<file path="src/rtl/crc_ins_pkg.sv">
package crc_ins_pkg;
  typedef enum logic [2:0] {
    WK_PAYLOAD = 3'd0,
    WK_SYNC    = 3'd1,
    WK_SCRAM   = 3'd2,
    WK_SKIP    = 3'd3,
    WK_DIAG    = 3'd4
  } word_kind_e;

  localparam int KIND_W = 3;
endpackage

</file>
<file path="src/rtl/crc_word_mask.sv">
// Zeroes the fields that must not influence the checksum.
module crc_word_mask #(
  parameter int DATA_W = 64,
  parameter int CRC_W  = 32,
  parameter int SCR_W  = 58
) (
  input  logic [DATA_W-1:0]               data_i,
  input  logic [crc_ins_pkg::KIND_W-1:0]  kind_i,
  output logic [DATA_W-1:0]               data_o
);
  import crc_ins_pkg::*;

  localparam logic [DATA_W-1:0] SCR_KEEP  = {DATA_W{1'b1}} << SCR_W;
  localparam logic [DATA_W-1:0] DIAG_KEEP = {DATA_W{1'b1}} << CRC_W;

  always_comb begin
    unique case (word_kind_e'(kind_i))
      WK_SCRAM: data_o = data_i & SCR_KEEP;
      WK_DIAG:  data_o = data_i & DIAG_KEEP;
      default:  data_o = data_i;
    endcase
  end
endmodule

</file>
<file path="src/rtl/crc_par_step.sv">
// One full data word folded into the CRC in a single cycle, MSB first.
module crc_par_step #(
  parameter int                 DATA_W = 64,
  parameter int                 CRC_W  = 32,
  parameter logic [CRC_W-1:0]   POLY   = 32'h1EDC6F41
) (
  input  logic [CRC_W-1:0]  crc_i,
  input  logic [DATA_W-1:0] data_i,
  output logic [CRC_W-1:0]  crc_o
);
  logic [CRC_W-1:0] acc;
  logic             fb;

  always_comb begin
    acc = crc_i;
    fb  = 1'b0;
    for (int b = DATA_W - 1; b >= 0; b--) begin
      fb  = acc[CRC_W-1] ^ data_i[b];
      acc = {acc[CRC_W-2:0], 1'b0} ^ (fb ? POLY : '0);
    end
    crc_o = acc;
  end
endmodule

</file>
<file path="src/rtl/crc_ins_pipe.sv">
// Single-entry output register with pass-through ready.
module crc_ins_pipe #(
  parameter int W = 70
) (
  input  logic         clk,
  input  logic         rst_n,
  input  logic         up_valid,
  output logic         up_ready,
  input  logic [W-1:0] up_word,
  output logic         dn_valid,
  input  logic         dn_ready,
  output logic [W-1:0] dn_word
);
  assign up_ready = !dn_valid || dn_ready;

  always_ff @(posedge clk) begin
    if (!rst_n) begin
      dn_valid <= 1'b0;
      dn_word  <= '0;
    end else if (up_ready) begin
      dn_valid <= up_valid;
      if (up_valid) dn_word <= up_word;
    end
  end
endmodule

</file>
<file path="src/rtl/crc_meta_ins.sv">
module crc_meta_ins #(
  parameter int               DATA_W  = 64,
  parameter int               HDR_W   = 2,
  parameter int               CRC_W   = 32,
  parameter int               SCR_W   = 58,
  parameter logic [CRC_W-1:0] POLY    = 32'h1EDC6F41,
  parameter logic [CRC_W-1:0] SEED    = 32'hFFFFFFFF,
  parameter logic [CRC_W-1:0] XOR_OUT = 32'hFFFFFFFF
) (
  input  logic                            clk,
  input  logic                            rst_n,
  input  logic                            in_valid,
  output logic                            in_ready,
  input  logic [HDR_W-1:0]                in_hdr,
  input  logic [crc_ins_pkg::KIND_W-1:0]  in_kind,
  input  logic                            in_sof,
  input  logic [DATA_W-1:0]               in_data,
  output logic                            out_valid,
  input  logic                            out_ready,
  output logic [HDR_W-1:0]                out_hdr,
  output logic [crc_ins_pkg::KIND_W-1:0]  out_kind,
  output logic                            out_sof,
  output logic [DATA_W-1:0]               out_data
);
  import crc_ins_pkg::*;

  localparam int WORD_W = HDR_W + KIND_W + 1 + DATA_W;

  logic              fire;
  logic [CRC_W-1:0]  crc_q;
  logic [CRC_W-1:0]  crc_base;
  logic [CRC_W-1:0]  crc_nxt;
  logic [DATA_W-1:0] masked;
  logic [DATA_W-1:0] ins_data;
  logic [WORD_W-1:0] stage_in;
  logic [WORD_W-1:0] stage_out;

  assign fire     = in_valid && in_ready;
  assign crc_base = in_sof ? SEED : crc_q;

  crc_word_mask #(.DATA_W(DATA_W), .CRC_W(CRC_W), .SCR_W(SCR_W)) u_mask (
    .data_i (in_data),
    .kind_i (in_kind),
    .data_o (masked)
  );

  crc_par_step #(.DATA_W(DATA_W), .CRC_W(CRC_W), .POLY(POLY)) u_step (
    .crc_i  (crc_base),
    .data_i (masked),
    .crc_o  (crc_nxt)
  );

  always_ff @(posedge clk) begin
    if (!rst_n)    crc_q <= SEED;
    else if (fire) crc_q <= crc_nxt;
  end

  always_comb begin
    if (word_kind_e'(in_kind) == WK_DIAG)
      ins_data = {in_data[DATA_W-1:CRC_W], crc_nxt ^ XOR_OUT};
    else
      ins_data = in_data;
  end

  assign stage_in = {in_hdr, in_kind, in_sof, ins_data};

  crc_ins_pipe #(.W(WORD_W)) u_pipe (
    .clk      (clk),
    .rst_n    (rst_n),
    .up_valid (in_valid),
    .up_ready (in_ready),
    .up_word  (stage_in),
    .dn_valid (out_valid),
    .dn_ready (out_ready),
    .dn_word  (stage_out)
  );

  assign {out_hdr, out_kind, out_sof, out_data} = stage_out;
endmodule

</file>
<file path="config.mk">
export PLATFORM = sky130hd
export DESIGN_NAME = crc_meta_ins
export DESIGN_NICKNAME = d
export VERILOG_FILES = /design/src/rtl/crc_ins_pkg.sv /design/src/rtl/crc_word_mask.sv /design/src/rtl/crc_par_step.sv /design/src/rtl/crc_ins_pipe.sv /design/src/rtl/crc_meta_ins.sv
export SDC_FILE = /design/constraint.sdc
export NUM_CORES = 1
export LEC_CHECK = 0
export BUFFER_PORTS_ARGS = -buffer_cell sky130_fd_sc_hd__buf_4
export CORE_MARGIN = 5
export CORE_UTILIZATION = 60
export DETAILED_ROUTE_END_ITERATION = 10
export PLACE_DENSITY_LB_ADDON = 0.2
export SETUP_SLACK_MARGIN = 0.3
export SKIP_LAST_GASP = 1
export SLEW_MARGIN = 20
export SYNTH_ARGS = -nofsm -noshare
export SYNTH_HDL_FRONTEND = slang
export SYNTH_SLANG_ARGS = --single-unit
</file>
<file path="constraint.sdc">
create_clock -name clk -period 11 [get_ports clk]
set_input_delay 1.1 -clock clk [delete_from_list [all_inputs] [get_ports clk]]
set_output_delay 1.1 -clock clk [all_outputs]
set_load 0.05 [all_outputs]
</file>
==> out/qor.txt, run 1 <==
status: finished clean
Final Max Tran Viols: 0
CTS tree: built
global-route wire length before repair: 66700 um
Synth Cell Area: 0.0151 mm2
die width: 169 um
cell accounting for the most synthesized area: xnor3_1
critical path required time: 11.20 ns
DIE AREA: 0.0285 mm2
total grt overflow: 0
Primary FF master, synth: dfxtp_1
EDFF count, synth: 0
total of warnings raised by yosys: 0
fill count: 1929
final hold violations: 0
design area: 0.0174 mm2
iteration count of the initial detailed-routing pass: 5
CP endpoint kind: register
Synth area leaders: xnor3_1 28%, xnor2_1 20%, dfxtp_1 14%
core area: 0.0250 mm2
Post-DP Area: 0.0171 mm2
CTS clk-pin slew, worst paths: 0.08 ns
Routed WL: 44300 um
final std cells w/o fill: 1902
NumNets Final: 1641
startpoint types: input port
Worst Setup SP: in_sof
post-synth cell types: 35
Ant. Diodes: 0
Final ANT Viol Nets: 0
die height: 169 um
largest net degree at the start of global routing: 120
WS Path Type: input port to register
class of the worst hold path: register to register
Seq cells post-synth: 103
worst slew pin tran: 1.04 ns
DR vias: 10600
max-cap violation count: 0
Cells after Synth: 1385
Final min period: 10.31 ns
Mapped Nets: 1459
area delta synth->final: 15.2%
Sink Count: 103
root buf cell: clkbuf_16
DRT iter0 DRCs: 954
DP Wirelength: 36300 um
Vias/cell: 5.57
initial antenna violation count: 0
Initial Utilization: 60.5%
Fmax: 0.0970 GHz
FF/Latch Area: 0.00206 mm2
Slew headroom: 30.8%
largest fanout on the critical path: 20
Remaining DRCs: 0
CP arrival: 10.51 ns
final setup fails: 0
period utilization: 93.7%
wire per inst: 23.3 um
clk_lat worst skew: 0.35 ns
ys async rst share: 0%
Seq/Total Area, Yosys: 13.6%
Rows: 58
total track usage: 31.1%
RSZ-0062 raised after global routing: no
IO Pins: 146
Fin Clk Skew: 0.0101 ns
dpl cells: 1885
final RePlAce weighted congestion: 0.956
top cell type's share of synthesized area: 28.3%
count leader, synth: xnor2_1
proportion of layout cells with a drive suffix above 1: 21.2%
total CTS buffers: 9
Max H-tree Level: 3
Multi-input gate area: 0.0129 mm2
vias in the first global route: 10700
Post-synth top cells: 350 x xnor2_1, 221 x nand2_1, 190 x xnor3_1, 124 x xor2_1, 103 x dfxtp_1
count of input and output buffers: 145
CTS Buffer Depth: 2
Syn Area/Cell: 10.9 um2
min-delay src: u_pipe.dn_word[26]$_SDFFE_PN0P_
Reg2Reg Launch Point: crc_q[28]$_SDFFE_PN1P_
==> critical path, cell delays in order <==
cell and delay [ns]:
buf_4 0.20, buf_4 0.27, nor2_1 0.10, xnor2_1 0.34
xnor2_1 0.18, xnor3_2 0.41, xnor2_4 0.41, xnor3_1 0.65
xnor3_1 0.61, xnor3_2 0.41, xnor3_4 0.64, xnor2_4 0.35
xnor3_1 0.56, xnor3_2 0.41, xnor3_1 0.46, xnor3_1 0.38
xnor2_1 0.47, xnor3_1 0.52, xnor3_1 0.49, xnor3_1 0.54
xor3_1 0.35, xor2_2 0.21, xor2_1 0.23, a21o_1 0.15
nand2_1 0.05
==> repair_timing <==
action	4_1_cts	5_1_grt
endpoints found under the setup margin	19	40
hold buffers	0	0
resized for setup	2	10
buffers inserted	0	0
==> per-stage QoR <==
step	hold slack, ns	util, %	setup slack [ns]	setup TNS, ns
floorplan	0.447	-	0.885	0
global placement	0.444	68.1	-0.212	-2.19
detailed placement	0.448	68.1	-0.248	-3.16
CTS	0.460	69.4	0.347	0
global route	0.478	69.7	0.356	0
finish	0.458	69.7	0.688	0
==> per-layer routing <==
metal / global-route usage [%] / vias up / share of wire (%)
li1: - / 4885 / -
met3: 6.05 / 67 / 8.5
met2: 49.1 / 440 / 46
met4: 7.69 / 0 / 2.6
met1: 44.6 / 5194 / 43
met5: 0 / - / 0
==> layout by cell type (no fill, tap or decap), drive strengths merged, types with 14 or more instances in the layout <==
cell    synthesis  routed
xor3           42      42
xor2          140     140
a21boi         45      45
a21oi          39      39
o21ai          48      48
nand2         221     221
xnor2         378     378
xnor3         207     207
buf            28     236
dfxtp         103     103
nor2b          14      14
nor2           52      52
==> state kept, by name, indices dropped and copies added, names as in the netlist <==
signal and cells:
crc_q 32, u_pipe.dn_word 70, u_pipe.dn_valid 1
==> cells by family (layout without fill, tap and decap cells) <==
| kind of cell | Yosys count | in the layout | synth area share (%) |
|---|---|---|---|
| XOR/XNOR | 767 | 767 | 70.4 |
| AND/OR/NAND/NOR | 298 | 298 | 7.85 |
| AO/OA/AOI/OAI | 141 | 141 | 5.55 |
| flip-flops | 103 | 103 | 13.6 |
| buffers and inverters | 66 | 253 | 1.88 |
| multiplexers | 10 | 10 | 0.661 |
==> cell type report <==
type,count,share of cell area (%)
Inverter,1,0.0215
Clock buffer,10,1.37
Tap cell,330,2.37
Timing Repair Buffer,236,10.3
Multi-Input combinational cell,1216,73.7
Sequential cell,103,11.8
Clock inverter,6,0.351
==> final timing paths <==
check,endpoint,slack (ns),depth (start not counted)
worst max register to register,crc_q[25]$_SDFFE_PN1P_,1.07,24
worst max-delay path,crc_q[25]$_SDFFE_PN1P_,0.69,25
worst min-delay path,u_pipe.dn_word[26]$_SDFFE_PN0P_,0.46,2
worst min register to register,u_pipe.dn_word[26]$_SDFFE_PN0P_,0.46,2
Power of run 1 is left out: the tool's default activity adds up to more than one toggle a clock period on the data nets, which glitch-free logic cannot reach.
==> run 2, diff against run 1 <==
GPL_TIMING_DRIVEN = 0   (was default)
SETUP_SLACK_MARGIN = 0.15   (was 0.3)
==> out/qor.txt, run 2 (same netlist as run 1, synthesis figures left out) <==
Remaining DRCs: 0
DRT iter0 DRCs: 953
IO Pins: 146
status: finished clean
CP endpoint kind: register
most common cell after layout, fill and taps aside: xnor2_1
DR vias: 10700
total grt overflow: 0
class of the worst hold path: register to register
worst slew pin tran: 0.774 ns
Max H-tree Level: 3
iteration count of the initial detailed-routing pass: 5
Sink Count: 103
period utilization: 97.6%
final hold violations: 0
DP Wirelength: 36200 um
die height: 169 um
CTS clk-pin slew, worst paths: 0.08 ns
final setup fails: 0
largest fanout on the critical path: 10
Max stage delay on crit path: 0.64 ns
Routed WL: 44500 um
clk_lat worst skew: 0.36 ns
Vias/cell: 5.62
root buf cell: clkbuf_16
CP delay by family, top: XOR/XNOR gates
Final Max Tran Viols: 0
R2R setup slack: 0.62 ns
RSZ-0062 raised after global routing: no
NumNets Final: 1640
cell mode on critical path: xnor3_1
core area: 0.0250 mm2
count of input and output buffers: 138
Slew headroom: 48.0%
startpoint types: input port
CP arrival: 10.99 ns
wire per inst: 23.4 um
global-route wire length before repair: 66500 um
Fin Clk Skew: 0.0153 ns
proportion of layout cells with a drive suffix above 1: 21.1%
Fmax: 0.0932 GHz
total CTS buffers: 9
most frequent cells in the layout: 323 x xnor2_1, 221 x nand2_1, 172 x buf_4
Reg with most FFs: u_pipe.dn_word
max reg flops: 70
dpl cells: 1853
area delta synth->final: 16.7%
final std cells w/o fill: 1901
largest net degree at the start of global routing: 20
Rows: 58
CTS Buffer Depth: 2
Critical-path top delay cell: xor3_4
critical path required time: 11.26 ns
total track usage: 31.0%
WS Path Type: input port to register
Final ANT Viol Nets: 0
final RePlAce weighted congestion: 0.972
Initial Utilization: 60.5%
Ant. Diodes: 0
max-cap violation count: 0
CTS Hold Bufs: 0
Final min period: 10.73 ns
initial antenna violation count: 0
die width: 169 um
worst path bufs/invs: 1
Top Registers: u_pipe.dn_word (70), crc_q (32), u_pipe.dn_valid (1)
DIE AREA: 0.0285 mm2
CTS tree: built
vias in the first global route: 10600
==> run 2: routing by layer <==
| layer | vias to the layer above | GRT usage (%) | wire length, um |
|---|---|---|---|
| met5 | - | 0 | 0 |
| met4 | 0 | 6.39 | 1050 |
| met3 | 63 | 4.60 | 3710 |
| met2 | 474 | 49.5 | 20800 |
| met1 | 5263 | 45.4 | 19000 |
| li1 | 4888 | - | - |
==> run 2: what timing repair did <==
item                                    in CTS  in global routing
pin swaps                                    7                 13
cloned                                       0                  0
resized for setup                           36                 41
buffers inserted                            11                 21
endpoints found under the setup margin      40                 43
==> run 2: tightest hold or removal path, stage by stage, from the launching register on <==
cell,delay [ns]
dfxtp_1,0.32
nand2_1,0.05
a21boi_1,0.05
==> run 2: path summary, 6_finish.rpt <==
check                                                      from                         endpoint  cells past startpoint
worst min-delay path            u_pipe.dn_word[26]$_SDFFE_PN0P_  u_pipe.dn_word[26]$_SDFFE_PN0P_                      2
worst min register to register  u_pipe.dn_word[26]$_SDFFE_PN0P_  u_pipe.dn_word[26]$_SDFFE_PN0P_                      2
worst max-delay path                                     in_sof  u_pipe.dn_word[23]$_SDFFE_PN0P_                     25
worst max register to register           crc_q[30]$_SDFFE_PN1P_  u_pipe.dn_word[23]$_SDFFE_PN0P_                     25
==> run 2: per-stage QoR <==
stage          setup slack (ns)  util, %  area (um2)  TNS, ns  hold slack (ns)
5_1_grt                   0.126     70.6       17700        0            0.487
3_3_place_gp             -0.653     66.3       16600   -14.31            0.445
6_report                  0.266     70.6       17700        0            0.460
4_1_cts                   0.169     68.9       17300        0            0.462
2_1_floorplan             0.885        -       15100        0            0.447
3_5_place_dp             -0.820     66.3       16600   -19.00            0.451
==> run 2: layout make-up <==
| type | instances | area (um2) |
|---|---|---|
| multi-input cells | 1216 | 13300 |
| fillers | 1889 | 7370 |
| flip-flops and latches | 103 | 2060 |
| repair buffers | 170 | 1290 |
| well taps | 330 | 413 |
| plain buffers | 65 | 284 |
| clock buffers | 9 | 225 |
| clock inverters | 7 | 85.1 |
| inverters | 1 | 3.75 |
Power of run 2 is left out for the same reason.
==> run 3, diff against run 2 <==
GPL_TIMING_DRIVEN = 1   (was 0)
clock period = 11.7 ns   (was 11 ns; I/O delays follow)
==> out/qor.txt, run 3 (same netlist as run 1, synthesis figures left out) <==
Rows: 58
CTS tree: built
critical path required time: 11.88 ns
status: finished clean
Final min period: 11.21 ns
CP endpoint kind: register
largest fanout on the critical path: 37
Top Registers: u_pipe.dn_word (70), crc_q (32), u_pipe.dn_valid (1)
postcts setup bufs: 0
Fmax: 0.0892 GHz
Sink Count: 103
CP arrival: 11.39 ns
Initial Utilization: 60.5%
die width: 169 um
DRT iter0 DRCs: 1086
DR vias: 10400
Final Max Tran Viols: 0
DP Wirelength: 35800 um
area delta synth->final: 12.5%
Max stage delay on crit path: 0.69 ns
largest net degree at the start of global routing: 120
NumNets Final: 1597
Fin Clk Skew: 0.0103 ns
CTS Buffer Depth: 2
final hold violations: 0
initial antenna violation count: 0
total CTS buffers: 9
vias in the first global route: 10300
RSZ-0062 raised after global routing: no
cell mode on critical path: xnor3_1
root buf cell: clkbuf_16
startpoint types: input port
Critical-path top delay cell: xor2_1
wire per inst: 23.6 um
total grt overflow: 0
proportion of layout cells with a drive suffix above 1: 18.5%
Remaining DRCs: 0
most common cell after layout, fill and taps aside: xnor2_1
total track usage: 30.4%
max reg flops: 70
final RePlAce weighted congestion: 0.954
CTS clk-pin slew, worst paths: 0.07 ns
Routed WL: 43900 um
Max H-tree Level: 3
Ant. Diodes: 0
Final Util: 68.1%
Final ANT Viol Nets: 0
DIE AREA: 0.0285 mm2
worst r2r path cells: 24
iteration count of the initial detailed-routing pass: 5
Reg with most FFs: u_pipe.dn_word
most frequent cells in the layout: 349 x xnor2_1, 220 x nand2_1, 192 x buf_4
IO Pins: 146
WS Path Type: input port to register
die height: 169 um
setup_tns: 0 ns
fill count: 1930
class of the worst hold path: register to register
global-route wire length before repair: 65100 um
final setup fails: 0
WHS Path Cells: 2
max-cap violation count: 0
worst slew pin tran: 1.10 ns
period utilization: 95.8%
clk_lat worst skew: 0.35 ns
Slew headroom: 26.4%
count of input and output buffers: 145
core area: 0.0250 mm2
Vias/cell: 5.61
[run 3: cell count changes in the layout (fill, tap and decap cells not counted), moves of 18 or more]
cell	delta
xnor3_2	-18
xnor3_1	+19
xnor2_1	+26
clkbuf_1	-37
buf_4	+20
[run 3: timing repair]
item,4_1_cts,5_1_grt
setup endpoints to repair,0,9
endpoints found under the hold margin,0,0
hold buffers,0,0
resized for setup,0,2
[run 3: area by class of cell]
class | instances | area, um2 | share of cell area, %
timing repair buffer | 192 | 1440 | 8.46
clock inverter | 5 | 65.1 | 0.382
inverter | 1 | 3.75 | 0.0220
tap | 330 | 413 | 2.42
clock buffer | 10 | 239 | 1.40
sequential | 103 | 2060 | 12.1
multi-input combinational | 1216 | 12800 | 75.2
[run 3: worst paths after layout]
| kind | start | end | slack, ns |
|---|---|---|---|
| min reg2reg | u_pipe.dn_word[40]$_SDFFE_PN0P_ | u_pipe.dn_word[40]$_SDFFE_PN0P_ | 0.47 |
| max reg2reg | crc_q[29]$_SDFFE_PN1P_ | u_pipe.dn_word[22]$_SDFFE_PN0P_ | 1.06 |
| max | in_sof | u_pipe.dn_word[22]$_SDFFE_PN0P_ | 0.49 |
| min | u_pipe.dn_word[40]$_SDFFE_PN0P_ | u_pipe.dn_word[40]$_SDFFE_PN0P_ | 0.47 |
[run 3: worst max-delay path: cells and delay by family]
| kind | cells | cell delay [ns] |
|---|---|---|
| buf+inv | 2 | 0.53 |
| simple gates | 1 | 0.09 |
| compound gates | 1 | 0.08 |
| xor+xnor | 20 | 9.33 |
| mux | 1 | 0.15 |
[run 3: metal layers]
metal  share of wire (%)  global-route usage [%]  wire length, um
met1                  42                    44.0            18700
met2                  45                    47.3            19900
met3                 9.4                    6.24             4130
met4                 2.8                    7.45             1230
met5                   0                       0                0
[run 3: through the flow]
step | std cells | cell area [um2] | hold WS [ns] | setup WS (ns)
floorplan | 1385 | 15100 | 0.447 | 1.51
CTS | 1857 | 17000 | 0.468 | 0.572
detailed placement | 1842 | 16700 | 0.455 | 0.259
finish | 1857 | 17000 | 0.467 | 0.494
global placement | 1842 | 16700 | 0.453 | 0.316
global route | 1857 | 17000 | 0.483 | 0.152
Power of run 3 is left out for the same reason.
